$ cat src/rtl/flash_status_pkg.sv
package flash_status_pkg;

    // Bit positions of the two end-of-operation signatures in the read word
    localparam int POLL_BIT   = 7;
    localparam int TOGGLE_BIT = 6;

    typedef enum logic [1:0] {
        ST_IDLE    = 2'd0,
        ST_PROGRAM = 2'd1,
        ST_ERASE   = 2'd2
    } fs_state_e;

    typedef enum logic {
        RP_QUIET  = 1'b0,
        RP_ACCESS = 1'b1
    } rp_state_e;

endpackage

$ cat src/rtl/fs_op_timer.sv
module fs_op_timer #(
    parameter int PROG_LEN  = 30,
    parameter int ERASE_LEN = 500
) (
    input  logic clk,
    input  logic rst_n,
    input  logic load,
    input  logic load_erase,
    input  logic active,
    output logic expire
);
    localparam int MAXLEN = (PROG_LEN > ERASE_LEN) ? PROG_LEN : ERASE_LEN;
    localparam int CW     = (MAXLEN > 2) ? $clog2(MAXLEN) : 1;
    localparam logic [CW-1:0] PROG_LAST  = CW'(PROG_LEN - 1);
    localparam logic [CW-1:0] ERASE_LAST = CW'(ERASE_LEN - 1);
    localparam logic [CW-1:0] MAX_LAST   = CW'(MAXLEN - 1);

    logic [CW-1:0] cnt_q;

    always_ff @(posedge clk or negedge rst_n) begin
        if (!rst_n) begin
            cnt_q <= '0;
        end else if (load) begin
            cnt_q <= load_erase ? ERASE_LAST : PROG_LAST;
        end else if (active && (cnt_q != '0)) begin
            cnt_q <= cnt_q - 1'b1;
        end
    end

    assign expire = active && (cnt_q == '0);

    // The remaining count never exceeds the longest programmed length
    assert_cnt_range_R5: assert property (@(posedge clk) disable iff (!rst_n)
        active |-> (cnt_q <= MAX_LAST));

    // While counting, the count falls by one each cycle until it expires
    assert_cnt_step_R5: assert property (@(posedge clk) disable iff (!rst_n)
        (active && !expire && !load) |=> (cnt_q == $past(cnt_q) - 1'b1));

endmodule

$ cat src/rtl/fs_seq.sv
module fs_seq
    import flash_status_pkg::*;
#(
    parameter int AW = 19
) (
    input  logic          clk,
    input  logic          rst_n,
    input  logic          op_start,
    input  logic          op_erase,
    input  logic [AW-1:0] op_addr,
    input  logic          op_poll_src,
    input  logic          expire,
    output logic          busy,
    output logic          erase_op,
    output logic          tmr_load,
    output logic          tmr_erase,
    output logic [AW-1:0] lat_addr,
    output logic          lat_poll
);
    fs_state_e state_q, state_d;
    logic      accept;

    // Next-state logic
    always_comb begin
        state_d = state_q;
        unique case (state_q)
            ST_IDLE: begin
                if (op_start) begin
                    state_d = op_erase ? ST_ERASE : ST_PROGRAM;
                end
            end
            ST_PROGRAM: begin
                if (expire) begin
                    state_d = ST_IDLE;
                end
            end
            ST_ERASE: begin
                if (expire) begin
                    state_d = ST_IDLE;
                end
            end
            default: state_d = ST_IDLE;
        endcase
    end

    // State register
    always_ff @(posedge clk or negedge rst_n) begin
        if (!rst_n) begin
            state_q <= ST_IDLE;
        end else begin
            state_q <= state_d;
        end
    end

    // Operation context, captured only when a start is accepted
    always_ff @(posedge clk or negedge rst_n) begin
        if (!rst_n) begin
            lat_addr <= '0;
            lat_poll <= 1'b0;
        end else if (accept) begin
            lat_addr <= op_addr;
            lat_poll <= op_poll_src;
        end
    end

    // Outputs decoded from the state
    always_comb begin
        busy      = 1'b0;
        erase_op  = 1'b0;
        accept    = 1'b0;
        unique case (state_q)
            ST_IDLE: begin
                accept = op_start;
            end
            ST_PROGRAM: begin
                busy = 1'b1;
            end
            ST_ERASE: begin
                busy     = 1'b1;
                erase_op = 1'b1;
            end
            default: begin
                busy = 1'b0;
            end
        endcase
        tmr_load  = accept;
        tmr_erase = op_erase;
    end

    // an expiring operation returns to idle on the next edge
    assert_release_R5: assert property (@(posedge clk) disable iff (!rst_n)
        (busy && expire) |=> (state_q == ST_IDLE));

    // a start seen while busy leaves the captured context untouched
    assert_ignore_start_R7: assert property (@(posedge clk) disable iff (!rst_n)
        (busy && op_start) |=> ($stable(lat_addr) && $stable(lat_poll)));

    // a busy operation keeps its type until it ends
    assert_kind_kept_R7: assert property (@(posedge clk) disable iff (!rst_n)
        (busy && !expire) |=> ($stable(erase_op) && busy));

endmodule

$ cat src/rtl/fs_read_port.sv
module fs_read_port
    import flash_status_pkg::*;
#(
    parameter int AW = 19,
    parameter int DW = 8
) (
    input  logic          clk,
    input  logic          rst_n,
    input  logic          rd_ce_n,
    input  logic          rd_oe_n,
    input  logic [AW-1:0] rd_addr,
    input  logic [DW-1:0] array_data,
    input  logic          busy,
    input  logic          erase_op,
    input  logic [AW-1:0] lat_addr,
    input  logic          lat_poll,
    output logic [DW-1:0] rd_data,
    output logic          rd_valid
);
    rp_state_e     rp_q, rp_d;
    logic          access;
    logic          capture;
    logic          tog_q;
    logic [DW-1:0] snap_q;
    logic [DW-1:0] status_word;

    assign access  = !rd_ce_n && !rd_oe_n;
    assign capture = (rp_q == RP_QUIET) && access;

    // Access tracking: next state
    always_comb begin
        rp_d = rp_q;
        unique case (rp_q)
            RP_QUIET:  if (access)  rp_d = RP_ACCESS;
            RP_ACCESS: if (!access) rp_d = RP_QUIET;
            default:   rp_d = RP_QUIET;
        endcase
    end

    always_ff @(posedge clk or negedge rst_n) begin
        if (!rst_n) begin
            rp_q <= RP_QUIET;
        end else begin
            rp_q <= rp_d;
        end
    end

    // Word offered to a read that opens in this cycle
    always_comb begin
        status_word = array_data;
        if (busy) begin
            if (erase_op) begin
                status_word[POLL_BIT] = 1'b0;
            end else if (rd_addr == lat_addr) begin
                status_word[POLL_BIT] = ~lat_poll;
            end
            status_word[TOGGLE_BIT] = ~tog_q;
        end
    end

    // Capture and toggle, both only on an opening access
    always_ff @(posedge clk or negedge rst_n) begin
        if (!rst_n) begin
            snap_q <= '0;
            tog_q  <= 1'b0;
        end else if (capture) begin
            snap_q <= status_word;
            if (busy) begin
                tog_q <= ~tog_q;
            end
        end
    end

    // Outputs
    always_comb begin
        rd_valid = 1'b0;
        unique case (rp_q)
            RP_QUIET:  rd_valid = 1'b0;
            RP_ACCESS: rd_valid = 1'b1;
            default:   rd_valid = 1'b0;
        endcase
        rd_data = rd_valid ? snap_q : '0;
    end

    assert_idle_true_R4: assert property (@(posedge clk) disable iff (!rst_n)
        (capture && !busy) |=> (rd_data == $past(array_data)));

    assert_erase_poll_R2: assert property (@(posedge clk) disable iff (!rst_n)
        (capture && busy && erase_op) |=> (rd_data[POLL_BIT] == 1'b0));

    assert_hit_poll_R1: assert property (@(posedge clk) disable iff (!rst_n)
        (capture && busy && !erase_op && (rd_addr == lat_addr))
        |=> (rd_data[POLL_BIT] == ~$past(lat_poll)));

    assert_held_stable_R8: assert property (@(posedge clk) disable iff (!rst_n)
        (rd_valid && access) |=> ($stable(rd_data) && $stable(tog_q)));

    assert_quiet_zero_R9: assert property (@(posedge clk) disable iff (!rst_n)
        !rd_valid |-> (rd_data == '0));

    assert_valid_follows_R9: assert property (@(posedge clk) disable iff (!rst_n)
        capture |=> rd_valid);

endmodule

$ cat src/rtl/flash_status_top.sv
module flash_status_top #(
    parameter int AW        = 19,
    parameter int DW        = 8,
    parameter int PROG_LEN  = 30,
    parameter int ERASE_LEN = 500
) (
    input  logic          clk,
    input  logic          rst_n,
    input  logic          op_start,
    input  logic          op_erase,
    input  logic [AW-1:0] op_addr,
    input  logic          op_poll_src,
    input  logic          rd_ce_n,
    input  logic          rd_oe_n,
    input  logic [AW-1:0] rd_addr,
    input  logic [DW-1:0] array_data,
    output logic [DW-1:0] rd_data,
    output logic          rd_valid,
    output logic          rb_out_n,
    output logic          rb_oe
);
    logic          busy;
    logic          erase_op;
    logic          tmr_load;
    logic          tmr_erase;
    logic          expire;
    logic [AW-1:0] lat_addr;
    logic          lat_poll;

    fs_seq #(.AW(AW)) u_seq (
        .clk         (clk),
        .rst_n       (rst_n),
        .op_start    (op_start),
        .op_erase    (op_erase),
        .op_addr     (op_addr),
        .op_poll_src (op_poll_src),
        .expire      (expire),
        .busy        (busy),
        .erase_op    (erase_op),
        .tmr_load    (tmr_load),
        .tmr_erase   (tmr_erase),
        .lat_addr    (lat_addr),
        .lat_poll    (lat_poll)
    );

    fs_op_timer #(.PROG_LEN(PROG_LEN), .ERASE_LEN(ERASE_LEN)) u_timer (
        .clk        (clk),
        .rst_n      (rst_n),
        .load       (tmr_load),
        .load_erase (tmr_erase),
        .active     (busy),
        .expire     (expire)
    );

    fs_read_port #(.AW(AW), .DW(DW)) u_rp (
        .clk        (clk),
        .rst_n      (rst_n),
        .rd_ce_n    (rd_ce_n),
        .rd_oe_n    (rd_oe_n),
        .rd_addr    (rd_addr),
        .array_data (array_data),
        .busy       (busy),
        .erase_op   (erase_op),
        .lat_addr   (lat_addr),
        .lat_poll   (lat_poll),
        .rd_data    (rd_data),
        .rd_valid   (rd_valid)
    );

    // Ready/busy: drive the line low for the whole operation, release otherwise
    assign rb_oe    = busy;
    assign rb_out_n = ~busy;

    assert_rb_start_R5: assert property (@(posedge clk) disable iff (!rst_n)
        (!rb_oe && op_start) |=> (rb_oe && !rb_out_n));

    assert_rb_release_R5: assert property (@(posedge clk) disable iff (!rst_n)
        (rb_oe && expire) |=> (!rb_oe && rb_out_n));

endmodule

$ cat config.mk
export PLATFORM = sky130hd
export DESIGN_NAME = flash_status_top
export DESIGN_NICKNAME = d
export VERILOG_FILES = /design/src/rtl/flash_status_pkg.sv /design/src/rtl/fs_op_timer.sv /design/src/rtl/fs_seq.sv /design/src/rtl/fs_read_port.sv /design/src/rtl/flash_status_top.sv
export SDC_FILE = /design/constraint.sdc
export NUM_CORES = 1
export LEC_CHECK = 0
export ABC_AREA = 1
export BUFFER_PORTS_ARGS = -buffer_cell sky130_fd_sc_hd__buf_2
export CAP_MARGIN = 30
export CELL_PAD_IN_SITES_DETAIL_PLACEMENT = 0
export CELL_PAD_IN_SITES_GLOBAL_PLACEMENT = 1
export CORE_ASPECT_RATIO = 0.7
export CORE_MARGIN = 2
export CORE_UTILIZATION = 40
export DETAILED_ROUTE_END_ITERATION = 16
export GPL_ROUTABILITY_DRIVEN = 0
export PLACE_DENSITY = 0.86
export SLEW_MARGIN = 20
export SYNTH_ARGS = -nofsm -noshare
export SYNTH_HDL_FRONTEND = slang
export SYNTH_SLANG_ARGS = --single-unit
$ cat constraint.sdc
create_clock -name clk -period 3.06 [get_ports clk]
set_clock_uncertainty 0.15 [all_clocks]
set_input_delay 0.612 -clock clk [delete_from_list [all_inputs] [get_ports clk]]
set_output_delay 0.612 -clock clk [all_outputs]
set_load 0.05 [all_outputs]
# ---- Word-level counts from Yosys, hierarchy flattened
# Index checks and enable logic that the tools add are counted.
dict set report word_totals {
  reg_bits 41
  in_bits 53
  output_inout_bits 11
  word_cells 46
}
dict set report op_classes {
  add_sub_neg 1
  eq_ne 5
  mux 16
  bitwise 4
  n_reduce_logical 13
}
# cell count
set op_table {}
lappend op_table {{9-bit 2-to-1 mux} 3}
lappend op_table {{19-bit equality test} 1}
lappend op_table {{9-bit zero test} 1}
lappend op_table {{9-bit nonzero test} 1}
lappend op_table {{9-bit by 1-bit subtractor with 9-bit output (second input constant)} 1}
lappend op_table {{2-bit 2-to-1 mux} 4}
lappend op_table {{8-bit 2-to-1 mux} 1}
lappend op_table {{1-bit 2-to-1 mux} 6}
lappend op_table {{1-bit logical AND} 4}
lappend op_table {{1-bit inverter} 4}
lappend op_table {{2-bit case mux with 2 select lines} 1}
lappend op_table {{2-bit AND reduction} 2}
lappend op_table {{2-bit by 1-bit equality test with 1-bit output (second input constant)} 1}
lappend op_table {{2-bit equality test (second input constant)} 1}
lappend op_table {{1-bit zero test} 2}
lappend op_table {{2-bit zero test} 1}
lappend op_table {{2-bit by 1-bit inequality test with 1-bit output (second input constant)} 1}
lappend op_table {{2-bit inequality test (second input constant)} 1}
lappend op_table {{1-bit case mux with 2 select lines} 1}
lappend op_table {{2-bit nonzero test} 1}
lappend op_table {{2-bit OR reduction} 1}

# ---- Depth between registers and ports, before layout
# Gate-level depths: netlist of run 1.
dict set report logic_depth {
  ltp_word 6
  mapped_depth 11
  ltp_nobuf 11
}

# ---- By module
# Synthesis of run 1 repeated with hierarchy kept, for this count alone.
dict set report unflattened {
  cells_unflattened 341
  area_unflattened_um2 2421.1
}
# module instances cells_per_inst area_per_inst_um2 seq_area_each_um2
set modules_own_cells {}
lappend modules_own_cells {fs_seq 1 105 937.1 550.5}
lappend modules_own_cells {fs_read_port 1 145 824.5 250.2}
lappend modules_own_cells {fs_op_timer 1 90 655.6 225.2}
lappend modules_own_cells {flash_status_top 1 1 3.8 0.0}

# ---- Least setup slack after synthesis of run 1
# OpenSTA, ideal clock, no wires.
dict set report synth_timing {
  kind {register to register}
  start {register u_seq.state_q[1]}
  end {register u_timer.cnt_q[4]}
  setup_ns 0.124
  arrival_time_ns 1.890
  required_ns 2.786
  slack_ns 0.897
  path_stages_with_launch 8
  path_buffers 0
  period_less_slack_ns 2.163
  path_cell_list {dfrtp_1 > inv_1 > ha_1 > clkinv_2 > nor2_8 > nand2_1 > a21oi_1 > o21ai_1}
}
dict set report synth_between {
  elab_chain_cells 5
  elab_cells_between_ends 9
  cone_classes {2 x eq/ne; 3 x mux; 4 x reduce/logical}
}
# item line
set synth_lines {}
lappend synth_lines {{start: declaration} fs_seq.sv:20} ;# fs_state_e state_q, state_d;
lappend synth_lines {{start signal: assignment} fs_seq.sv:51} ;# state_q <= state_d;
lappend synth_lines {{2-bit by 1-bit equality test with 1-bit output or 2-bit equality test (tied branches)} fs_seq.sv:71} ;# unique case (state_q)
lappend synth_lines {{2-bit OR reduction (no source line) (*)} -}
lappend synth_lines {{1-bit 2-to-1 mux (*)} fs_seq.sv:71}
lappend synth_lines {{via rb_oe} flash_status_top.sv:20} ;# output logic rb_oe
lappend synth_lines {{1-bit logical AND (*)} fs_op_timer.sv:25} ;# end else if (active && (cnt_q != '0)) begin
lappend synth_lines {{2-bit nonzero test (no source line) (*)} -}
lappend synth_lines {{end signal: assignment} fs_op_timer.sv:24} ;# cnt_q <= load_erase ? ERASE_LAST : PROG_LAST;
lappend synth_lines {{end signal: assignment} fs_op_timer.sv:26} ;# cnt_q <= cnt_q - 1'b1;
lappend synth_lines {{end: declaration} fs_op_timer.sv:18} ;# logic [CW-1:0] cnt_q;
# Mark *: on every way through the listed nets, which the timed path passes. The rest lies on a longest branch.
# A chain may end at the register's enable or synchronous reset.

# ---- Final worst setup path of run 1
dict set report layout_timing {
  start {register u_seq.state_q[0]}
  end {output rb_out_n}
}
dict set report layout_between {
  elab_chain_cells 4
  elab_cells_between_ends 5
  cone_classes {2 x eq/ne; 1 x mux; 1 x bitwise; 1 x reduce/logical}
}
# item line
set layout_lines {}
lappend layout_lines {{2-bit by 1-bit equality test with 1-bit output or 2-bit equality test (tied branches)} fs_seq.sv:71}
lappend layout_lines {{2-bit OR reduction (no source line) (*)} -}
lappend layout_lines {{1-bit 2-to-1 mux (*)} fs_seq.sv:71}
lappend layout_lines {{1-bit inverter (*)} flash_status_top.sv:72} ;# assign rb_out_n = ~busy;
lappend layout_lines {{end: declaration} flash_status_top.sv:19} ;# output logic rb_out_n,
# Mark *: on every way between the ends. The rest lies on a longest branch, timed or not.

==> results of run 1 <==
[worst max-delay path: cells and delay by family (launching register included)]
| family | cells | cell delay, ns |
|---|---|---|
| buf+inv | 3 | 0.50 |
| fa+ha+maj | 1 | 0.27 |
| flops | 1 | 0.37 |
[stage by stage]
step / worst slack (ns) / hold WS (ns) / instances / area (um^2) / utilization
after detailed placement: 0.872 / 0.309 / 433 / 2660 / 0.495
after CTS: 0.838 / 0.329 / 441 / 2780 / 0.518
after global routing: 0.741 / 0.0347 / 442 / 2800 / 0.521
after floorplan: 0.897 / 0.166 / 304 / 2280 / -
after global placement: 0.972 / 0.305 / 433 / 2660 / 0.495
final: 0.860 / 0.0259 / 442 / 2800 / 0.521
[area by class of cell]
cell class | count | share of cell area
Sequential cell | 41 | 0.367
Inverter | 50 | 0.0693
Clock buffer | 6 | 0.0295
Tap cell | 72 | 0.0322
Clock inverter | 2 | 0.0134
Multi-Input combinational cell | 207 | 0.369
Timing Repair Buffer | 64 | 0.120
[metal layers]
layer / global-route usage / up-vias
met3: 0.0446 / 10
met4: 0.0580 / 0
met1: 0.219 / 828
met2: 0.252 / 38
li1: - / 1052
met5: 0 / -
[path summary, 6_finish.rpt]
| path | endpoint | cells after the start | start | slack (ns) |
|---|---|---|---|---|
| hold reg to reg | u_rp.tog_q | 1 | u_rp.tog_q | 0.33 |
| max in group asynchronous | u_timer.cnt_q[4] | 2 | rst_n | 2.28 |
| hold / removal | u_rp.snap_q[5] | 1 | rst_n | 0.03 |
| setup reg to reg | u_timer.cnt_q[3] | 7 | u_seq.state_q[0] | 0.96 |
| min in group clk | u_rp.tog_q | 1 | u_rp.tog_q | 0.33 |
| setup / recovery | rb_out_n | 4 | u_seq.state_q[0] | 0.86 |
[logic make-up after synthesis]
logic type | Yosys count | synth area share
flops | 41 | 0.450
buf+inv | 56 | 0.0966
fa+ha+maj | 3 | 0.0165
compound gates | 33 | 0.0884
xor+xnor | 9 | 0.0346
simple gates | 162 | 0.314
[power by group through the flow]
| stage | clock network [uW] | registers, uW | logic (uW) |
|---|---|---|---|
| 3_5_place_dp | 0 | 932 | 1080 |
| 3_3_place_gp | 0 | 927 | 1070 |
| 5_1_grt | 497 | 954 | 1220 |
| 2_1_floorplan | 0 | 902 | 885 |
| 6_report | 461 | 923 | 1070 |
| 4_1_cts | 473 | 924 | 1090 |
[flip-flops by register name (all words and copies together) (netlist names)]
register	flops
u_seq.state_q	2
u_timer.cnt_q	9
u_rp.snap_q	8
u_rp.rp_q	1
u_seq.lat_addr	19
u_rp.tog_q	1
u_seq.lat_poll	1
[synth_stat cells]
master / n
sky130_fd_sc_hd__nand3_1: 5
sky130_fd_sc_hd__dfrtp_1: 41
sky130_fd_sc_hd__nor3b_1: 1
sky130_fd_sc_hd__o21ai_1: 13
sky130_fd_sc_hd__o22ai_2: 3
sky130_fd_sc_hd__clkinv_2: 1
sky130_fd_sc_hd__clkbuf_1: 3
sky130_fd_sc_hd__nor2_2: 3
sky130_fd_sc_hd__a21oi_1: 9
sky130_fd_sc_hd__xor2_1: 2
sky130_fd_sc_hd__o21ai_0: 3
sky130_fd_sc_hd__nand2_8: 2
sky130_fd_sc_hd__nand2_1: 117
sky130_fd_sc_hd__a21oi_2: 1
sky130_fd_sc_hd__inv_2: 4
sky130_fd_sc_hd__nor2_8: 1
sky130_fd_sc_hd__inv_6: 1
sky130_fd_sc_hd__ha_1: 3
sky130_fd_sc_hd__o22ai_1: 2
sky130_fd_sc_hd__nand3_2: 1
sky130_fd_sc_hd__nor2_1: 26
sky130_fd_sc_hd__inv_1: 44
sky130_fd_sc_hd__nand4_1: 1
sky130_fd_sc_hd__buf_2: 3
sky130_fd_sc_hd__xnor2_1: 7
sky130_fd_sc_hd__nor2_4: 2
sky130_fd_sc_hd__nor3_4: 1
sky130_fd_sc_hd__o21ai_2: 2
sky130_fd_sc_hd__nand2_2: 2
==> metrics.sh, run 1 <==
INTERNAL_POWER_uW=1440
POST_CTS_RESIZED=0
POWER.NET_SWITCHING_uW=1020
POST_ROUTE_CELLS_DRIVE_ABOVE_1_SHARE=0.259
GRT_PASS1_WL_UM=7880
FINALPOWER_uW=2460
ROUTE.LAYER.MET1.WL_UM=2390
BOUNDARYPINS=64
MAPPEDNETLISTNETS=360
PORT_BUFFER_CELLS=63
POWER.COMBINATIONAL.FRACTION=0.437
CTS_MADE_BUFFERS=5
POSTSYNTHAREAPERCELL_UM2=7.50
POST-ROUTE-MIN-PERIOD_NS=2.20
TOTAL_ITERATIONS_OF_THE_FIRST_DETAILED_ROUTING_RUN=4
CHIPHEIGHT_UM=67.2
VIAS_IN_THE_FIRST_GLOBAL_ROUTE=1788
SYNTHCELLS=304
AVGROUTEDWIREPERCELL_UM=10.5
DETAIL_ROUTE_ANTENNA_NETS=0
FMAX_MHz=454
COMMONEST_NON_FILL_NON_TAP_CELLS_IN_THE_LAYOUT='sky130_fd_sc_hd__nand2_1 (117), sky130_fd_sc_hd__buf_2 (63), sky130_fd_sc_hd__inv_1 (44)'
CLOCK_SINKS=41
TIMING.CRITICAL_PATH.REQUIRED_NS=2.30
TOTAL_NUMBER_OF_VIAS=1928
WORST_SETUP_HOLD_PATH_CLK_SLEW_NS=0.08
HOLD_CLASS='in -> async'
MULTIINPUTGATEAREA_UM2=1030
SYNTH_TOP_AREA_CELL='sky130_fd_sc_hd__dfrtp_1'
CRITICAL_PATH_CELL_WITH_THE_HIGHEST_STAGE_DELAY='sky130_fd_sc_hd__dfrtp_1'
POSTCTSSETUPBUFFERS=0
POST_SYNTH_INSTANCE_AREA_UM2=2280
SYNTH_AREA_LEADERS='sky130_fd_sc_hd__dfrtp_1 (45%), sky130_fd_sc_hd__nand2_1 (19%), sky130_fd_sc_hd__inv_1 (7.2%)'
CRITPATHCAPTURETYPE='output port'
CHIPWIDTH_UM=94.2
PERIOD_SHARE=0.719
SEQUENTIAL_CELL_AREA_UM2=1030
SETUP.WORST_PATH.CLASS='reg -> out'
DRC=0
CLOCKPOWERSHARE=0.188
CLK_PATH_BUF_DEPTH=2
DRV_SLEW=0
COREAREA_UM2=5370
IR_WORST_VDD_mV=0.293
INITIAL_UTILIZATION=0.425
YS_TYPES=29
FIN_NETS=425
GR-TOTAL-OVERFLOW=0
FILL_CELLS=542
TOP_LAYER='met4'
DRT-TOTAL-WL_UM=4630
LAYOUT.CELLS.MOST_COMMON='sky130_fd_sc_hd__nand2_1'
SYNTH_WARNINGS=0
FLOORPLAN.ROWS=22
LEAKAGE_uW=0.00158
MET2ROUTEDLENGTH_UM=1950
MET3ROUTEDLENGTH_UM=223
TIMING.FINAL.SETUP_VIOLATIONS=0
WORST-PATH-MAX-FANOUT=5
HOLD_VIOL=0
RELSLEWSLACK=0.560
POWER.SHARE.SWITCHING=0.416
HTREE_LEVELS=2
CTS_TREE='built'
SYNTH-SEQ-CELLS=41
CTSROOTBUFFERMASTER='sky130_fd_sc_hd__clkbuf_8'
OUTCOME='complete, no violations'
TIMING_WORST_SLEW_PIN_VALUE_NS=0.659
SEQPWRFRAC=0.376
SETUP.WORST_PATH.START_CLASS='flip-flop'
SYNTH_SEQUENTIAL_AREA_RATIO=0.450
DIE_AREA_UM2=6330
GRT_USAGE=0.162
CTS_HOLD_REPAIR.BUFFERS=0
LATER_PIN_CLOCK_LATENCY_IN_THE_SKEW_REPORT_NS=0.30
AREA_GROWTH_PCT=22.8
DRT_ITER0_DRC=56
SLOWEST_DELAY_NS=0.37
GRT_ANTENNA_BEFORE_REPAIR=0
RSZ0062_AT_GRT='no'
PLACE_HPWL_UM=3400
CP_DATA_ARRIVAL_TIME_NS=1.44
CRIT_PATH_CELL_CHAIN='inv_1, ha_1, clkinv_2, buf_2'
SYNTHDOMINANTCELLAREASHARE=0.450
ANTENNA_DIODE_INSTANCE_COUNT=0
FINALSETUPTNS_NS=0
PIN_COUNT_OF_THE_BIGGEST_NET_ENTERING_GLOBAL_ROUTING=42
VIAS_PER_CELL=4.36
CAP_VIOLATIONS=0
POWER_PER_CELL_AREA_nW_PER_UM2=878
(Power assumes the default switching activity.)
==> inputs of run 2 (changes only) <==
--- a/config.mk
+++ b/config.mk
@@ -5,17 +5,17 @@
 export SDC_FILE = /design/constraint.sdc
 export NUM_CORES = 1
 export LEC_CHECK = 0
-export ABC_AREA = 1
+export ABC_AREA = 0
 export BUFFER_PORTS_ARGS = -buffer_cell sky130_fd_sc_hd__buf_2
 export CAP_MARGIN = 30
 export CELL_PAD_IN_SITES_DETAIL_PLACEMENT = 0
 export CELL_PAD_IN_SITES_GLOBAL_PLACEMENT = 1
 export CORE_ASPECT_RATIO = 0.7
 export CORE_MARGIN = 2
-export CORE_UTILIZATION = 40
+export CORE_UTILIZATION = 39
 export DETAILED_ROUTE_END_ITERATION = 16
 export GPL_ROUTABILITY_DRIVEN = 0
-export PLACE_DENSITY = 0.86
+export PLACE_DENSITY = 0.8
 export SLEW_MARGIN = 20
 export SYNTH_ARGS = -nofsm -noshare
 export SYNTH_HDL_FRONTEND = slang
==> constraint.sdc (replaced) <==
create_clock -name clk -period 2.15 [get_ports clk]
set_clock_uncertainty 0.15 [all_clocks]
set_input_delay 0.43 -clock clk [delete_from_list [all_inputs] [get_ports clk]]
set_output_delay 0.43 -clock clk [all_outputs]
set_load 0.05 [all_outputs]
==> metrics.sh, run 2 <==
CLK_PATH_BUF_DEPTH=2
WORST_SETUP_HOLD_PATH_CLK_SLEW_NS=0.08
SYNTH_TOP_AREA_CELL='sky130_fd_sc_hd__dfrtp_1'
SYNTHDOMINANTCELLAREASHARE=0.506
POSTSYNTHAREAPERCELL_UM2=11.9
CP_DATA_ARRIVAL_TIME_NS=1.46
COMMONEST_NON_FILL_NON_TAP_CELLS_IN_THE_LAYOUT='sky130_fd_sc_hd__buf_2 (62), sky130_fd_sc_hd__dfrtp_1 (41), sky130_fd_sc_hd__mux2_2 (27)'
DRC=0
GRT_ANTENNA_BEFORE_REPAIR=0
SYNTH.CELLS.MOST_FREQUENT='sky130_fd_sc_hd__dfrtp_1 (41), sky130_fd_sc_hd__mux2_2 (27), sky130_fd_sc_hd__xnor2_1 (22)'
POST-ROUTE-MIN-PERIOD_NS=2.04
SETUP.WORST_PATH.CLASS='reg -> out'
LARGEST-REGISTER='u_seq.lat_addr'
RELSLEWSLACK=0.657
CLOCKPOWERSHARE=0.189
COREAREA_UM2=4890
FLOORPLAN.ROWS=21
CTSROOTBUFFERMASTER='sky130_fd_sc_hd__clkbuf_8'
GRT_USAGE=0.149
HTREE_LEVELS=2
POSTPLACECELLAREA_UM2=2470
BOUNDARYPINS=64
YOSYSMOSTFREQUENTCELL='sky130_fd_sc_hd__dfrtp_1'
FIN_NETS=304
POWER.SHARE.SWITCHING=0.349
FAMILY_WITH_THE_MOST_DELAY_ON_THE_WORST_PATH='buffers and inverters'
CTS_TREE='built'
MAPPEDNETLISTNETS=226
INITIAL_UTILIZATION=0.414
TOTAL_NUMBER_OF_VIAS=1515
SYNTH_WARNINGS=0
CHIPWIDTH_UM=90.1
CAP_VIOLATIONS=0
TIMING.CRITICAL_PATH.BUF_INV=3
VIAS_PER_CELL=4.76
VIAS_IN_THE_FIRST_GLOBAL_ROUTE=1480
PLACED_CELLS=306
POST_ROUTE_CELLS_DRIVE_ABOVE_1_SHARE=0.490
PORT_BUFFER_CELLS=63
POST_SYNTH_INSTANCE_AREA_UM2=2030
DRV_SLEW=0
CRIT_PATH_CELL_CHAIN='inv_1, ha_4, inv_1, buf_4'
SYNTH_AREA_LEADERS='sky130_fd_sc_hd__dfrtp_1 (51%), sky130_fd_sc_hd__mux2_2 (15%), sky130_fd_sc_hd__xnor2_1 (9.5%)'
LEAKAGE_uW=0.00118
SYNTH-EDFF-COUNT=0
CRITICAL_PATH_CELL_WITH_THE_HIGHEST_STAGE_DELAY='sky130_fd_sc_hd__dfrtp_1'
LAYOUT.CELLS.MOST_COMMON='sky130_fd_sc_hd__buf_2'
LATER_PIN_CLOCK_LATENCY_IN_THE_SKEW_REPORT_NS=0.29
FRACTION_OF_REGISTERS_WITH_ASYNC_SET_RESET=1.00
HOLD_VIOL=0
CTS_HOLD_REPAIR.BUFFERS=0
YS_TYPES=30
DETAIL_ROUTE_ANTENNA_NETS=0
TIMING.CRITICAL_PATH.REQUIRED_NS=1.57
POWER.NET_SWITCHING_uW=1180
INSTANCES_NO_FILL=318
INTERNAL_POWER_uW=2200
FIN_AREA_UM2=2640
GR-TOTAL-OVERFLOW=0
TOTAL_ITERATIONS_OF_THE_FIRST_DETAILED_ROUTING_RUN=4
SEQPWRFRAC=0.395
UTILIZATION=0.539
SYNTHCELLS=170
PLACE_HPWL_UM=3100
FMAX_MHz=489
SETUP.WORST_PATH.START_CLASS='flip-flop'
WHS_NS=0.0444
TIMING.FINAL.SETUP_VIOLATIONS=0
SYNTHFLOPTYPE='sky130_fd_sc_hd__dfrtp_1'
CLOCK_SINKS=41
AVGROUTEDWIREPERCELL_UM=13.0
LARGEST_REGISTER_FF_COUNT=19
CHIPHEIGHT_UM=64.3
AREA_GROWTH_PCT=30.1
GRT_PASS1_WL_UM=6820
CRITICAL-PATH-TOP-CELL-BY-COUNT='sky130_fd_sc_hd__inv_1'
POWER_PER_CELL_AREA_nW_PER_UM2=1280
FINALPOWER_uW=3380
PIN_COUNT_OF_THE_BIGGEST_NET_ENTERING_GLOBAL_ROUTING=42
DRT-TOTAL-WL_UM=4130
POWER.COMBINATIONAL.FRACTION=0.416
ANTENNA_DIODE_INSTANCE_COUNT=0
WORST-PATH-MAX-FANOUT=8
DIE_AREA_UM2=5800
SLOWEST_DELAY_NS=0.38
PERIOD_SHARE=0.950
HOLD_CLASS='in -> async'
LAYOUT_TOP_REGISTERS='u_seq.lat_addr: 19 flops, u_timer.cnt_q: 9 flops, u_rp.snap_q: 8 flops'
IR_WORST_VDD_mV=0.451
CTS_MADE_BUFFERS=5
OUTCOME='complete, no violations'
TIMING_WORST_SLEW_PIN_VALUE_NS=0.514
DRT_ITER0_DRC=102
CRITPATHCAPTURETYPE='output port'
SYNTH-SEQ-CELLS=41
SYNTH_SEQUENTIAL_AREA_RATIO=0.506
-- run 2: changes by cell type after synthesis, sizes merged, moves of 5 or more --
cell and delta:
o22ai -5, o21ai -14, inv -43, mux2 +27, nor3 +5, nand2 -110
nor2 -25, and2 +8, xnor2 +15
-- run 2: through the flow --
step / worst slack [ns] / TNS (ns)
floorplan: 0.175 / 0
global placement: 0.0980 / 0
detailed placement: 0.0812 / 0
CTS: 0.00205 / 0
global route: -0.0360 / -0.0704
finish: 0.107 / 0
-- run 2: layout make-up --
cell class / instances / area, um^2
timing repair buffer: 75 / 412
multi-input combinational: 119 / 972
inverter: 6 / 22.5
clock buffer: 7 / 86.3
tap: 69 / 86.3
sequential: 41 / 1030
fill: 470 / 2250
clock inverter: 1 / 30.0
-- run 2: what timing repair did --
item | CTS | global route
pin swaps | 0 | 2
buffers inserted | 0 | 4
setup endpoints to repair | 1 | 4
resized for setup | 1 | 5
cloned | 0 | 0
-- run 2: worst register-to-register path, cell delays in order (launching register included) --
cell and delay (ns):
sky130_fd_sc_hd__dfrtp_1 0.41, sky130_fd_sc_hd__inv_2 0.07, sky130_fd_sc_hd__ha_2 0.18, sky130_fd_sc_hd__or2b_4 0.30, sky130_fd_sc_hd__o41ai_4 0.34, sky130_fd_sc_hd__buf_6 0.18, sky130_fd_sc_hd__nor4_1 0.06, sky130_fd_sc_hd__xnor2_1 0.14
sky130_fd_sc_hd__a21oi_1 0.08
-- run 2: cell families (layout without fill, tap and decap cells) --
group | Yosys count | in the layout | share of synthesized area
simple gates | 46 | 46 | 0.131
flops | 41 | 41 | 0.506
mux | 27 | 27 | 0.150
xor+xnor | 25 | 25 | 0.108
compound gates | 18 | 18 | 0.0636
buf+inv | 10 | 89 | 0.0222
fa+ha+maj | 3 | 3 | 0.0185
-- run 2: metal layers --
metal,up-vias,global-route usage,share of wire
li1,745,-,-
met1,724,0.204,0.49
met2,39,0.230,0.44
met3,7,0.0460,0.059
met4,0,0.0404,0.010
met5,-,0,0
-- run 2: power by group through the flow --
stage | Combinational (uW) | Sequential (uW) | Clock [uW]
global route | 1560 | 1380 | 691
finish | 1410 | 1330 | 640
CTS | 1350 | 1330 | 653
detailed placement | 1330 | 1350 | 0
global placement | 1320 | 1340 | 0
floorplan | 1030 | 1300 | 0
-- run 2: worst paths after layout --
check                                  from                  to  slack (ns)  cells after the start
hold / removal                        rst_n  u_seq.lat_addr[11]        0.04                      2
hold reg to reg                  u_rp.tog_q          u_rp.tog_q        0.33                      1
max in group asynchronous             rst_n    u_timer.cnt_q[0]        1.45                      2
min in group clk                    rd_ce_n           u_rp.rp_q        0.16                      2
setup / recovery           u_seq.state_q[0]            rb_out_n        0.11                      4
setup reg to reg           u_timer.cnt_q[0]    u_timer.cnt_q[5]        0.12                      8
==> inputs of run 3 (changes only) <==
--- a/config.mk
+++ b/config.mk
@@ -15,7 +15,9 @@
 export CORE_UTILIZATION = 39
 export DETAILED_ROUTE_END_ITERATION = 16
 export GPL_ROUTABILITY_DRIVEN = 0
+export HOLD_SLACK_MARGIN = 0.05
 export PLACE_DENSITY = 0.8
+export RECOVER_POWER = 50
 export SLEW_MARGIN = 20
 export SYNTH_ARGS = -nofsm -noshare
 export SYNTH_HDL_FRONTEND = slang
==> metrics.sh, run 3 (synthesis results as in run 2) <==
OUTCOME='complete, no violations'
GRT_PASS1_WL_UM=6820
CHIPHEIGHT_UM=64.3
AREA_GROWTH_PCT=29.5
CP_DATA_ARRIVAL_TIME_NS=1.46
HOLD_CLASS='in -> reg'
SETUP.WORST_PATH.START_CLASS='flip-flop'
CTSROOTBUFFERMASTER='sky130_fd_sc_hd__clkbuf_8'
CRITPATHCAPTURETYPE='output port'
HTREE_LEVELS=2
TOTAL_ITERATIONS_OF_THE_FIRST_DETAILED_ROUTING_RUN=4
SETUP.WORST_PATH.CLASS='reg -> out'
LATER_PIN_CLOCK_LATENCY_IN_THE_SKEW_REPORT_NS=0.29
HOLD_PATH_DEPTH=2
DIE_AREA_UM2=5800
CAP_VIOLATIONS=0
BOUNDARYPINS=64
POWER_PER_CELL_AREA_nW_PER_UM2=1290
COREAREA_UM2=4890
CTS_MADE_BUFFERS=5
WORST_SETUP_HOLD_PATH_CLK_SLEW_NS=0.08
PIN_COUNT_OF_THE_BIGGEST_NET_ENTERING_GLOBAL_ROUTING=42
WORSTSETUPSTARTPOINT='u_seq.state_q[0]'
CHIPWIDTH_UM=90.1
ROUTE.LAYER.MET1.WL_UM=2050
COMMONEST_NON_FILL_NON_TAP_CELLS_IN_THE_LAYOUT='sky130_fd_sc_hd__buf_2 (61), sky130_fd_sc_hd__dfrtp_1 (41), sky130_fd_sc_hd__mux2_2 (27)'
TIMING.CRITICAL_PATH.REQUIRED_NS=1.57
LARGEST_REGISTER_FF_COUNT=19
LAYOUT.CELLS.MOST_COMMON='sky130_fd_sc_hd__buf_2'
HOLD_VIOL=0
PORT_BUFFER_CELLS=63
FLOORPLAN.ROWS=21
CLOCK_SINKS=41
RR_WORST_DEPTH=8
TOP_LAYER='met4'
VIAS_IN_THE_FIRST_GLOBAL_ROUTE=1480
CTS_TREE='built'
INITIAL_UTILIZATION=0.414
LARGEST-REGISTER='u_seq.lat_addr'
PERIOD_SHARE=0.951
POST_ROUTE_CELLS_DRIVE_ABOVE_1_SHARE=0.478
ANTENNA_DIODE_INSTANCE_COUNT=0
IR_WORST_VDD_mV=0.451
TIMING_WORST_SLEW_PIN_VALUE_NS=1.01
FF_TO_FF_SETUP_SLACK_NS=0.12
FIN_NETS=304
GRT_USAGE=0.149
WORSTSETUPENDPOINT='rb_out_n'
MET3ROUTEDLENGTH_UM=244
PLACE_HPWL_UM=3100
WORST-PATH-MAX-FANOUT=8
PLACED_CELLS=306
CLK_PATH_BUF_DEPTH=2
FINALPOWER_uW=3380
DRT_ITER0_DRC=104
POST-ROUTE-MIN-PERIOD_NS=2.04
TOTAL_NUMBER_OF_VIAS=1509
LEAKAGE_uW=0.00117
VIAS_PER_CELL=4.75
WORSTREG2REGSTART='u_timer.cnt_q[0]'
CTS_HOLD_REPAIR.BUFFERS=0
GR-TOTAL-OVERFLOW=0
SETUP_WS_NS=0.106
UTILIZATION=0.537
END_OF_THE_WORST_REGISTER_TO_REGISTER_PATH='u_timer.cnt_q[5]'
RELSLEWSLACK=0.325
MET2ROUTEDLENGTH_UM=1810
LAYOUT_TOP_REGISTERS='u_seq.lat_addr: 19 flops, u_timer.cnt_q: 9 flops, u_rp.snap_q: 8 flops'
INSTANCES_NO_FILL=318
DRC=0
DP_SLACK_NS=0.0812
DRT-TOTAL-WL_UM=4140
TIMING.FINAL.SETUP_VIOLATIONS=0
FMAX_MHz=489
GRT_ANTENNA_BEFORE_REPAIR=0
AVGROUTEDWIREPERCELL_UM=13.0
DETAIL_ROUTE_ANTENNA_NETS=0
DRV_SLEW=0
run 3: how the worst min path moves through the flow:
stage,startpoint,end
floorplan,rst_n,u_rp.rp_q
global placement,u_rp.tog_q,u_rp.tog_q
detailed placement,u_rp.tog_q,u_rp.tog_q
CTS,rst_n,u_rp.snap_q[1]
global route,rd_ce_n,u_rp.rp_q
finish,rd_ce_n,u_rp.rp_q
run 3: worst max-delay path, cell delays in order (launching register included):
cell and delay, ns:
sky130_fd_sc_hd__dfrtp_1 0.38, sky130_fd_sc_hd__inv_1 0.14, sky130_fd_sc_hd__ha_4 0.26, sky130_fd_sc_hd__inv_1 0.16
sky130_fd_sc_hd__buf_4 0.23
run 3: what timing repair did:
action                                  4_1_cts  5_1_grt
buffers inserted                              0        4
endpoints found under the setup margin        1        4
pin swaps                                     0        2
gates resized for setup                       1        5
run 3: metal layers:
layer / global-route usage / vias up
met5: 0 / -
met4: 0.0404 / 0
met3: 0.0460 / 7
met2: 0.230 / 39
met1: 0.204 / 719
li1: - / 744
run 3: through the flow:
stage / hold slack [ns] / setup TNS, ns / area (um^2)
after global routing: 0.134 / -0.0704 / 2620
after detailed placement: 0.324 / 0 / 2470
final: 0.143 / 0 / 2620
after global placement: 0.317 / 0 / 2470
after CTS: 0.0641 / 0 / 2590
after floorplan: -0.0156 / 0 / 2030
run 3: layout make-up:
cell class,instances,area [um^2]
clock buffers,7,86.3
clock inverters,1,30.0
fillers,471,2260
inverters,6,22.5
multi-input cells,119,967
flip-flops and latches,41,1030
well taps,69,86.3
repair buffers,75,404
run 3: power breakdown:
group | total, uW | switching (uW) | internal, uW
clock network | 639 | 260 | 379
logic | 1400 | 687 | 716
registers | 1330 | 230 | 1110
